**config.mk**
```make
export PLATFORM = sky130hd
export DESIGN_NAME = hdlc_rx_filter
export DESIGN_NICKNAME = d
export VERILOG_FILES = /design/src/rtl/hdlc_rx_pkg.sv /design/src/rtl/hdlc_rx_deframer.sv /design/src/rtl/hdlc_rx_addr_match.sv /design/src/rtl/hdlc_rx_fifo.sv /design/src/rtl/hdlc_rx_filter.sv
export SDC_FILE = /design/constraint.sdc
export NUM_CORES = 1
export LEC_CHECK = 0
export BUFFER_PORTS_ARGS = -buffer_cell sky130_fd_sc_hd__buf_2
export CORE_ASPECT_RATIO = 0.7
export CORE_MARGIN = 2
export CORE_UTILIZATION = 45
export CTS_CLUSTER_SIZE = 25
export DETAILED_ROUTE_END_ITERATION = 12
export SYNTH_ARGS = -nofsm -noshare
export SYNTH_HDL_FRONTEND = slang
export SYNTH_SLANG_ARGS = --single-unit
```
**constraint.sdc**
```tcl
create_clock -name clk -period 4.4 [get_ports clk]
set_input_delay 0.44 -clock clk [delete_from_list [all_inputs] [get_ports clk]]
set_output_delay 0.44 -clock clk [all_outputs]
set_load 0.03 [all_outputs]
```
**src/rtl/hdlc_rx_pkg.sv**
```systemverilog
package hdlc_rx_pkg;

  localparam logic [15:0] CRC_PRESET = 16'hFFFF;
  localparam logic [15:0] CRC_GOOD   = 16'hF0B8;
  localparam logic [15:0] CRC_POLY_R = 16'h8408;

  localparam int NUM_EV    = 6;
  localparam int EV_ABORT  = 0;
  localparam int EV_NONINT = 1;
  localparam int EV_FCS    = 2;
  localparam int EV_OVF    = 3;
  localparam int EV_LOST   = 4;
  localparam int EV_ADDR   = 5;

  typedef struct packed {
    logic       last;
    logic [7:0] data;
  } rx_ent_t;

  // one reflected CRC-16 step, least significant bit of the line first
  function automatic logic [15:0] crc16_step(input logic [15:0] c, input logic b);
    logic [15:0] sh;
    sh = c >> 1;
    return (c[0] ^ b) ? (sh ^ CRC_POLY_R) : sh;
  endfunction

endpackage

```
**src/rtl/hdlc_rx_deframer.sv**
```systemverilog
module hdlc_rx_deframer (
  input  logic clk,
  input  logic rst_n,
  input  logic rx_bit,
  input  logic rx_valid,
  output logic dat_vld,
  output logic dat_bit,
  output logic flag_seen,
  output logic abort_seen
);
  localparam int HOLD = 7;

  logic [2:0]      ones_q, ones_n;
  logic [HOLD-1:0] hold_q;
  logic [2:0]      held_q;
  logic            push, pbit, flag_n, abort_n;

  always_comb begin
    push = 1'b0; pbit = 1'b0; flag_n = 1'b0; abort_n = 1'b0; ones_n = ones_q;
    if (rx_valid) begin
      if (rx_bit) begin
        if (ones_q == 3'd6) begin
          abort_n = 1'b1; ones_n = 3'd7;
        end else if (ones_q != 3'd7) begin
          ones_n = ones_q + 3'd1; push = 1'b1; pbit = 1'b1;
        end
      end else begin
        ones_n = 3'd0;
        if (ones_q == 3'd6)      flag_n = 1'b1;
        else if (ones_q != 3'd5) push   = 1'b1;
      end
    end
  end

  always_ff @(posedge clk or negedge rst_n) begin
    if (!rst_n) begin
      ones_q <= 3'd7; hold_q <= '0; held_q <= '0;
      dat_vld <= 1'b0; dat_bit <= 1'b0; flag_seen <= 1'b0; abort_seen <= 1'b0;
    end else begin
      ones_q     <= ones_n;
      flag_seen  <= flag_n;
      abort_seen <= abort_n;
      dat_vld    <= push && (held_q == 3'(HOLD));
      dat_bit    <= hold_q[0];
      if (flag_n || abort_n) begin
        held_q <= '0;
      end else if (push) begin
        if (held_q == 3'(HOLD)) hold_q <= {pbit, hold_q[HOLD-1:1]};
        else begin
          hold_q[held_q[2:0]] <= pbit;
          held_q <= held_q + 3'd1;
        end
      end
    end
  end


  abort_once_chk: assert property (@(posedge clk) disable iff (!rst_n)
    abort_seen |=> !abort_seen);

  flag_after_flag_chk: assert property (@(posedge clk) disable iff (!rst_n)
    flag_seen |=> !dat_vld);

endmodule

```
**src/rtl/hdlc_rx_addr_match.sv**
```systemverilog
module hdlc_rx_addr_match #(
  parameter int NUM_SLOTS = 4,
  parameter int SIW       = 2
) (
  input  logic [15:0]             cand,
  input  logic [16*NUM_SLOTS-1:0] slot_tbl,
  input  logic [NUM_SLOTS-1:0]    slot_en,
  output logic                    hit,
  output logic [SIW-1:0]          idx
);
  logic [NUM_SLOTS-1:0] eq;

  for (genvar g = 0; g < NUM_SLOTS; g++) begin : g_slot
    assign eq[g] = slot_en[g] && (slot_tbl[16*g +: 16] == cand);
  end

  always_comb begin
    hit = |eq;
    idx = '0;
    for (int i = NUM_SLOTS - 1; i >= 0; i--)
      if (eq[i]) idx = i[SIW-1:0];
  end

endmodule

```
**src/rtl/hdlc_rx_fifo.sv**
```systemverilog
module hdlc_rx_fifo
  import hdlc_rx_pkg::*;
#(
  parameter int DEPTH = 32,
  localparam int AW = $clog2(DEPTH),
  localparam int CW = AW + 1
) (
  input  logic    clk,
  input  logic    rst_n,
  input  logic    push,
  input  rx_ent_t push_ent,
  input  logic    commit,
  input  logic    rollback,
  input  logic    pop,
  output logic    full,
  output logic [CW-1:0] vis,
  output rx_ent_t head
);
  rx_ent_t       mem [DEPTH];
  logic [CW-1:0] wr_q, cm_q, rd_q;
  logic          pop_ok;

  assign full   = (wr_q - rd_q) == CW'(DEPTH);
  assign vis    = cm_q - rd_q;
  assign head   = mem[rd_q[AW-1:0]];
  assign pop_ok = pop && (vis != '0);

  always_ff @(posedge clk) begin
    if (push) mem[wr_q[AW-1:0]] <= push_ent;
  end

  always_ff @(posedge clk or negedge rst_n) begin
    if (!rst_n) begin
      wr_q <= '0; cm_q <= '0; rd_q <= '0;
    end else begin
      if (rollback)  wr_q <= cm_q;
      else if (push) wr_q <= wr_q + CW'(1);
      if (commit)    cm_q <= wr_q + CW'(push);
      if (pop_ok)    rd_q <= rd_q + CW'(1);
    end
  end


  no_overflow_chk: assert property (@(posedge clk) disable iff (!rst_n)
    push |-> !full);

  vis_hold_chk: assert property (@(posedge clk) disable iff (!rst_n)
    (!commit && !pop) |=> $stable(vis));

endmodule

```
**src/rtl/hdlc_rx_filter.sv**
```systemverilog
module hdlc_rx_filter
  import hdlc_rx_pkg::*;
#(
  parameter int DEPTH     = 32,
  parameter int NUM_SLOTS = 4,
  localparam int AW  = $clog2(DEPTH),
  localparam int CW  = AW + 1,
  localparam int SIW = (NUM_SLOTS > 1) ? $clog2(NUM_SLOTS) : 1
) (
  input  logic                    clk,
  input  logic                    rst_n,
  input  logic                    rx_bit,
  input  logic                    rx_valid,
  input  logic                    addr_dec_en,
  input  logic [NUM_SLOTS-1:0]    slot_en,
  input  logic [16*NUM_SLOTS-1:0] slot_addr,
  input  logic [CW-1:0]           fifo_thresh,
  input  logic [NUM_EV:0]         irq_en,
  input  logic                    rd_en,
  output logic [7:0]              rd_data,
  output logic                    rd_last,
  output logic [CW-1:0]           rd_count,
  output logic                    byte_avail,
  input  logic                    ev_rd,
  output logic [NUM_EV-1:0]       ev_flags,
  output logic [SIW-1:0]          hit_slot,
  output logic                    irq
);
  // deframer events, brought out as named wires
  logic dat_vld, dat_bit, flag_seen, abort_seen;

  hdlc_rx_deframer u_deframer (
    .clk, .rst_n, .rx_bit, .rx_valid,
    .dat_vld, .dat_bit, .flag_seen, .abort_seen
  );

  logic        in_frame_q, keep_q;
  logic [2:0]  bcnt_q;
  logic [1:0]  nbytes_q;
  logic [7:0]  sr_q, b0_q, stg_q;
  logic [15:0] crc_q;
  logic [NUM_EV-1:0] ev_q, ev_set;

  logic [7:0] new_byte;
  logic any_bits, closing, frame_abort, byte_done;
  logic addr_hit, addr_ok;
  logic [SIW-1:0] addr_idx;

  logic    fifo_full, push, commit, rollback;
  rx_ent_t push_ent, head;
  logic [CW-1:0] vis;

  assign new_byte    = {dat_bit, sr_q[7:1]};
  assign any_bits    = (bcnt_q != 3'd0) || (nbytes_q != 2'd0);
  assign closing     = flag_seen && in_frame_q && any_bits;
  assign frame_abort = abort_seen && in_frame_q && any_bits;
  assign byte_done   = dat_vld && in_frame_q && (bcnt_q == 3'd7);

  hdlc_rx_addr_match #(.NUM_SLOTS(NUM_SLOTS), .SIW(SIW)) u_match (
    .cand({new_byte, b0_q}), .slot_tbl(slot_addr), .slot_en(slot_en),
    .hit(addr_hit), .idx(addr_idx)
  );

  assign addr_ok = addr_hit || !addr_dec_en;

  always_comb begin
    push = 1'b0; commit = 1'b0; rollback = 1'b0;
    push_ent = '0; ev_set = '0;
    if (closing) begin
      ev_set[EV_NONINT] = (bcnt_q != 3'd0);
      ev_set[EV_FCS]    = (bcnt_q == 3'd0) && (crc_q != CRC_GOOD);
      if (keep_q) begin
        if (fifo_full) begin
          ev_set[EV_OVF] = 1'b1; rollback = 1'b1;
        end else begin
          push = 1'b1; commit = 1'b1;
          push_ent = '{last: 1'b1, data: stg_q};
        end
      end
    end
    if (frame_abort) begin
      ev_set[EV_ABORT] = 1'b1; rollback = 1'b1;
    end
    if (byte_done) begin
      if (nbytes_q == 2'd1) begin
        ev_set[EV_ADDR] = addr_ok;
        if (addr_ok) begin
          if (fifo_full) ev_set[EV_LOST] = 1'b1;
          else begin
            push = 1'b1; push_ent = '{last: 1'b0, data: b0_q};
          end
        end
      end else if (nbytes_q == 2'd2 && keep_q) begin
        if (fifo_full) begin
          ev_set[EV_OVF] = 1'b1; rollback = 1'b1;
        end else begin
          push = 1'b1; push_ent = '{last: 1'b0, data: stg_q};
        end
      end
    end
  end

  always_ff @(posedge clk or negedge rst_n) begin
    if (!rst_n) begin
      in_frame_q <= 1'b0; keep_q <= 1'b0; bcnt_q <= '0; nbytes_q <= '0;
      sr_q <= '0; b0_q <= '0; stg_q <= '0; crc_q <= CRC_PRESET;
      ev_q <= '0; hit_slot <= '0;
    end else begin
      ev_q <= (ev_q & ~{NUM_EV{ev_rd}}) | ev_set;
      if (flag_seen) begin
        in_frame_q <= 1'b1; keep_q <= 1'b0;
        bcnt_q <= '0; nbytes_q <= '0; crc_q <= CRC_PRESET;
      end else if (abort_seen) begin
        in_frame_q <= 1'b0; keep_q <= 1'b0;
      end else if (dat_vld && in_frame_q) begin
        crc_q  <= crc16_step(crc_q, dat_bit);
        sr_q   <= new_byte;
        bcnt_q <= bcnt_q + 3'd1;
        if (byte_done) begin
          case (nbytes_q)
            2'd0: begin
              b0_q <= new_byte; nbytes_q <= 2'd1;
            end
            2'd1: begin
              nbytes_q <= 2'd2; stg_q <= new_byte;
              keep_q   <= addr_ok && !fifo_full;
              if (addr_hit && addr_dec_en) hit_slot <= addr_idx;
            end
            default: begin
              if (keep_q && fifo_full) keep_q <= 1'b0;
              else                     stg_q  <= new_byte;
            end
          endcase
        end
      end
    end
  end

  hdlc_rx_fifo #(.DEPTH(DEPTH)) u_fifo (
    .clk, .rst_n, .push, .push_ent, .commit, .rollback,
    .pop(rd_en), .full(fifo_full), .vis, .head
  );

  logic thr_hit;
  assign rd_data    = head.data;
  assign rd_last    = head.last;
  assign rd_count   = vis;
  assign byte_avail = (vis != '0);
  assign ev_flags   = ev_q;
  assign thr_hit    = (fifo_thresh != '0) && (vis >= fifo_thresh);
  assign irq        = |(ev_q & irq_en[NUM_EV-1:0]) | (irq_en[NUM_EV] & thr_hit);


  ev_clear_chk: assert property (@(posedge clk) disable iff (!rst_n)
    ev_rd |=> ((ev_q & ~$past(ev_set)) == '0));

  addr_gate_chk: assert property (@(posedge clk) disable iff (!rst_n)
    (push && byte_done && nbytes_q == 2'd1) |-> (addr_hit || !addr_dec_en));

  abort_rollback_chk: assert property (@(posedge clk) disable iff (!rst_n)
    (frame_abort && !rd_en) |=> $stable(rd_count));

  last_only_closing_chk: assert property (@(posedge clk) disable iff (!rst_n)
    (push && push_ent.last) |-> closing);

endmodule

```
## Yosys cells after proc, flatten, opt, wreduce, memory -nomap -nowiden

Memories as Yosys holds them, arrays and structs flattened.
Index checks and enable logic that the tools add are counted.
Widths: inputs -> output; s select.

- $add $sub $neg: 8
- Magnitude comparators: 3
- Equality and inequality tests: 18
- Mux-type cells: 86
- Bitwise operators: 12
- Reductions and logical operators: 51

Operators with widths:

| kind | count |
|---|---|
| $mux 9 | 9 |
| $eq 16x16->1 | 4 |
| $mux 16 | 4 |
| $mux 1 | 44 |
| $mux 3 | 11 |
| $logic_and 1x1->1 | 19 |
| $mux 2 | 9 |
| $ne 16x16->1 const B | 1 |
| $pmux 8 s2 | 1 |
| $add 6x1->6 const B | 2 |
| $and 6x6->6 | 2 |
| $mux 6 | 2 |
| $reduce_and 6->1 | 2 |
| $reduce_bool 2->1 | 6 |
| $reduce_bool 3->1 | 4 |
| $reduce_bool 6->1 | 2 |
| $sub 6x6->6 | 2 |
| $add 3x1->3 const B | 3 |
| $eq 3x3->1 const B | 3 |
| $mux 8 | 1 |
| $reduce_and 2->1 | 4 |
| $reduce_and 4->1 | 2 |
| $bwmux 7 | 1 |
| $mux 7 | 1 |
| 30 further kinds | 39 |

- Flip-flop bits (word level): 90
- Bits in writable memories: 288
- Input port bits: 88
- Output and inout bits: 25
- Logic and storage cells: 199
- Memories kept: 1

Memories:

| memory | words | width | rd ports | clocked after Yosys merged registers in | write ports | line | source |
|---|---|---|---|---|---|---|---|
| u_fifo.mem | 32 | 9 | 1 | 0 | 1 | hdlc_rx_fifo.sv:19 | `rx_ent_t mem [DEPTH];` |

## Logic depth before layout (Yosys ltp)

- Depth in word-level cells: 11
- Mapped depth: 15
- Gate-level depth less buffers: 13

## Cells and area by module

From an unflattened synthesis, not the netlist that was laid out.

- Cell total of the unflattened synthesis: 1067
- Area total of the unflattened synthesis: 16912.5 um2

By module, submodules not included:

| module | instances | cells each | area each (um2) | seq. area each (um2) |
|---|---|---|---|---|
| hdlc_rx_fifo | 1 | 623 | 12425.7 | 9098.7 |
| hdlc_rx_filter | 1 | 244 | 2705.1 | 1371.3 |
| hdlc_rx_deframer | 1 | 105 | 988.4 | 429.2 |
| hdlc_rx_addr_match | 1 | 95 | 793.3 | 0.0 |

## Least setup slack after synthesis

OpenSTA, ideal clock, no wires.

- Kind: register to output
- From: reg u_fifo.rd_q[1]
- To: out irq
- Arrival time: 3.545 ns
- Data required time: 3.960 ns
- Slack: 0.415 ns
- Cell stages (with the launch flop): 14
- Buffers on the path: 2
- Cells stage by stage: dfrtp_1 -> buf_1 -> clkbuf_1 -> inv_1 -> ha_1 -> nor2b_1 -> o21ai_0 -> a21boi_0 -> o21ai_0 -> a21oi_1 -> nor2_1 -> ha_1 -> a21oi_1 -> o21ai_0

- Longest elaborated chain between the ends: 5

Ends and longest elaborated chain:

| item | line | source |
|---|---|---|
| start, declared | hdlc_rx_fifo.sv:20 | `logic [CW-1:0] wr_q, cm_q, rd_q;` |
| start signal, assigned | hdlc_rx_fifo.sv:39 | `if (pop_ok) rd_q <= rd_q + CW'(1);` |
| $sub 6x6->6 | hdlc_rx_fifo.sv:24 | `assign vis = cm_q - rd_q;` |
| via rd_count[5] | hdlc_rx_filter.sv:22 | `output logic [CW-1:0] rd_count,` |
| $ge 6x6->1 | hdlc_rx_filter.sv:150 | `assign thr_hit = (fifo_thresh != '0) && (vis >= fifo_thresh);` |
| $logic_and 1x1->1 | hdlc_rx_filter.sv:150 |  |
| $and 1x1->1 | hdlc_rx_filter.sv:151 | `assign irq = \|(ev_q & irq_en[NUM_EV-1:0]) \| (irq_en[NUM_EV] & thr_hit);` |
| $or 1x1->1 | hdlc_rx_filter.sv:151 |  |
| end, declared | hdlc_rx_filter.sv:27 | `output logic irq` |

The timed path passes the listed nets, and every way through them passes these cells.

==> impl_metrics.tcl <==
set metrics [dict create \
    numCtsBuffers 37 \
    syn_inst 1066 \
    nets 1331 \
    top_layer "met4" \
    portBuffers 112 \
    hold_viol_final 0 \
    cts_setup_buffers 0 \
    critPathArrivalTime_ns 4.21 \
    ir_worst_vdd_v 0.0004268 \
    slew_headroom_pct 18.63 \
    grt_max_degree 76 \
    die_w_um 235.4 \
    first_iter_violations 907 \
    worst_slew_pin_slew_ns 1.221 \
    nFillCells 3070 \
    outcome "completed" \
    fmax_mhz 246.7 \
    muxShareOfSynthArea_pct 14.39 \
    synth_seq_cells 377 \
    period_share_pct 92.12 \
    clock-root-buffer "clkbuf_16" \
    postSynth.asyncResetShare_pct 23.61 \
    synth-adder-area-share_pct 2.568 \
    cts_resized 0 \
    final_core_util_pct 51.81 \
    powerDensity_nw_per_um2 528.9 \
    syn-num-nets 1188 \
    design.die.area_um2 39060 \
    drcViolationCount 0 \
    core_area_um2 37060 \
    synth-compound-area-share_pct 3.725 \
    yosysWarnings 0 \
    viasPerCell 5.496 \
    finalWorstSetupSlack_ns 0.3467 \
    whs_ns 0.01569 \
    p_leak_nw 7.008 \
    startpoint_type "flip-flop" \
    dp_worst_setup_slack_ns 0.4369 \
    rsz0062_at_grt "false" \
    wl_met2_mm 16.04 \
    gr-total-overflow 0 \
    cts_tree "done" \
    path_class "reg2reg" \
    die_y_um 165.9 \
    synthSimpleGateAreaFrac_pct 7.436 \
    hpwl_mm 25.21 \
    area_delta_synth_final_pct 13.87 \
    num_rows 59 \
    crit_path_max_fanout 32 \
    synth_area_per_cell_um2 15.82 \
    synth.distinct_cells 63 \
    skew_ns 0.01659 \
    synth_top_family_by_area "multiplexers" \
    place.gp.congestion 0.8010 \
    hold_path.class "in2async" \
    vias 9470 \
    ys.flop_type "edfxtp_1" \
    clkTransAtPathRegs_ns 0.06 \
    cp.required_ns 4.56 \
    antenna_found_initial 2 \
    clk_latency_ns 0.53 \
    layout-drive-gt1-share_pct 28.83 \
    fin_crit_ns 4.053 \
    report.final.slew_viol_count 0 \
    holdBufCountCts 0 \
    initial_utilization_pct 45.50 \
    finalPower_w 0.01015 \
    finalSetupTns_ns 0 \
    wl_met3_mm 2.611 \
    synth_edf_count 288 \
    synth-seq-area-share_pct 64.65 \
    synthXorXnorAreaFrac_pct 4.571 \
    firstDrtPassIters 5 \
    h-tree-depth 2 \
    m1WireLength_mm 18.61 \
    ant_nets 0 \
    diodes 0 \
    maxCapViolations 0 \
    setup_viol 0 \
    grt_pass1_wl_mm 58.91 \
    io_pins 113 \
    cts_sinks 377 \
    gr-usage-all-layers_pct 19.85 \
    routed_wl_mm 37.77 \
    end_kind "flip-flop" \
    clockBufferDepth 3 \
    synth.cell_area_um2 16860 \
    wl_per_cell_um 21.92 \
    grt_pass1_vias 9552 \
]
==> metrics by stage <==
step / cells / cell area, µm²
floorplan: 1066 / 16860
global placement: 1658 / 18100
detailed placement: 1658 / 18100
CTS: 1723 / 19200
global route: 1723 / 19200
finish: 1723 / 19200
==> registers in the layout, indices dropped and copies added, names as in the netlist, 2 cells and up <==
register,flops
hit_slot,2
bcnt_q,3
stg_q,8
sr_q,7
u_fifo.rd_q,6
u_deframer.held_q,3
crc_q,16
u_deframer.hold_q,7
u_fifo.mem,288
u_fifo.wr_q,6
nbytes_q,2
u_fifo.cm_q,6
ev_flags,6
b0_q,8
u_deframer.ones_q,3
==> critical path, cell delays in order, from the launching register on <==
cell and delay, ns:
dfrtp_1 0.58, clkinv_1 0.16, ha_1 0.32, nor4_1 0.06
nand2_1 0.07, a21boi_1 0.07, o2111ai_2 0.22, inv_1 0.15
nor3_1 0.94, a22o_1 1.09
==> cells in the mapped netlist (all sizes together) (5+ instances only) <==
master | count | share of area [%]
nor3 | 9 | 0.27
buf | 25 | 1.2
clkbuf | 31 | 0.69
nor2 | 60 | 1.4
xnor2 | 18 | 0.94
xor2 | 70 | 3.6
dfstp | 19 | 3.0
nand3 | 10 | 0.30
nand4 | 10 | 0.37
edfxtp | 288 | 51
o22ai | 5 | 0.22
nand2 | 100 | 2.2
a21oi | 18 | 0.60
o21ai | 29 | 0.88
inv | 35 | 0.78
o31ai | 5 | 0.30
nor2b | 7 | 0.26
a22o | 8 | 0.43
nor4 | 15 | 0.56
mux2 | 28 | 1.9
a22oi | 8 | 0.36
ha | 33 | 2.4
mux4 | 90 | 12
dfrtp | 70 | 10
mux2i | 8 | 0.47
and3 | 7 | 0.26
nand2b | 6 | 0.22
nand3b | 20 | 0.89
==> placed cells by master (no fill, tap or decap), drive strengths merged, types with 2 or more instances in the layout <==
master	instances
edfxtp	288
buf	160
nand2	100
mux4	90
xor2	70
dfrtp	70
nor2	60
clkbuf	54
inv	37
ha	33
o21ai	29
mux2	28
nand3b	20
dfstp	19
xnor2	18
a21oi	18
nor4	15
nand4	10
nand3	10
clkinv	10
nor3	9
a22oi	8
mux2i	8
a22o	8
nor2b	7
and3	7
nand2b	6
o22ai	5
o31ai	5
nor3b	4
and2	4
nand4b	3
or4b	2
a21o	2
a211o	2
o311ai	2
a21boi	2
o2111ai	2
==> kinds of logic after synthesis <==
family                     count (synthesis)
AOI/OAI and AO/OA                         90
xor gates and xnor gates                  88
adders and majority gates                 34
buffers and inverters                     92
DFF                                      377
muxes                                    126
and+or+nand+nor                          259
==> routing by layer <==
metal	GRT usage [%]	up-vias
met1	31.42	4846
met4	4.126	0
li1	-	4330
met5	0	-
met2	28.07	255
met3	4.488	39
==> power breakdown <==
part           internal, W  total (W)  switching [W]
combinational      0.00131    0.00301        0.00170
clock              0.00164    0.00293        0.00129
sequential         0.00401    0.00422       0.000212
total              0.00696     0.0102        0.00320
==> path summary, 6_finish.rpt <==
| kind | slack (ns) | end | depth (start not counted) | start |
|---|---|---|---|---|
| min in group clk | 0.16 | u_deframer.ones_q[0]$_DFFE_PN1P_ | 2 | rx_valid |
| worst max-delay path | 0.35 | u_fifo.mem[2][4]$_DFFE_PP_ | 9 | u_fifo.rd_q[4]$_DFFE_PN0P_ |
| worst min-delay path | 0.02 | u_deframer.hold_q[4]$_DFFE_PN0P_ | 1 | rst_n |
| worst min register to register | 0.47 | u_deframer.dat_bit$_DFF_PN0_ | 0 | u_deframer.hold_q[0]$_DFFE_PN0P_ |
| worst max register to register | 0.35 | u_fifo.mem[2][4]$_DFFE_PP_ | 9 | u_fifo.rd_q[4]$_DFFE_PN0P_ |
| max in group asynchronous | 3.45 | crc_q[7]$_DFFE_PN1P_ | 2 | rst_n |
==> area by class of cell <==
type	instances	area, µm²	share of cell area [%]
Tap cell	488	610.6	3.180
Sequential cell	377	10910	56.81
Clock inverter	11	55.05	0.2868
Multi-Input combinational cell	597	5514	28.72
Timing Repair Buffer	160	935.9	4.875
Inverter	36	135.1	0.7039
Clock buffer	54	1041	5.422
No activity file was read; power rests on OpenSTA's default activity.
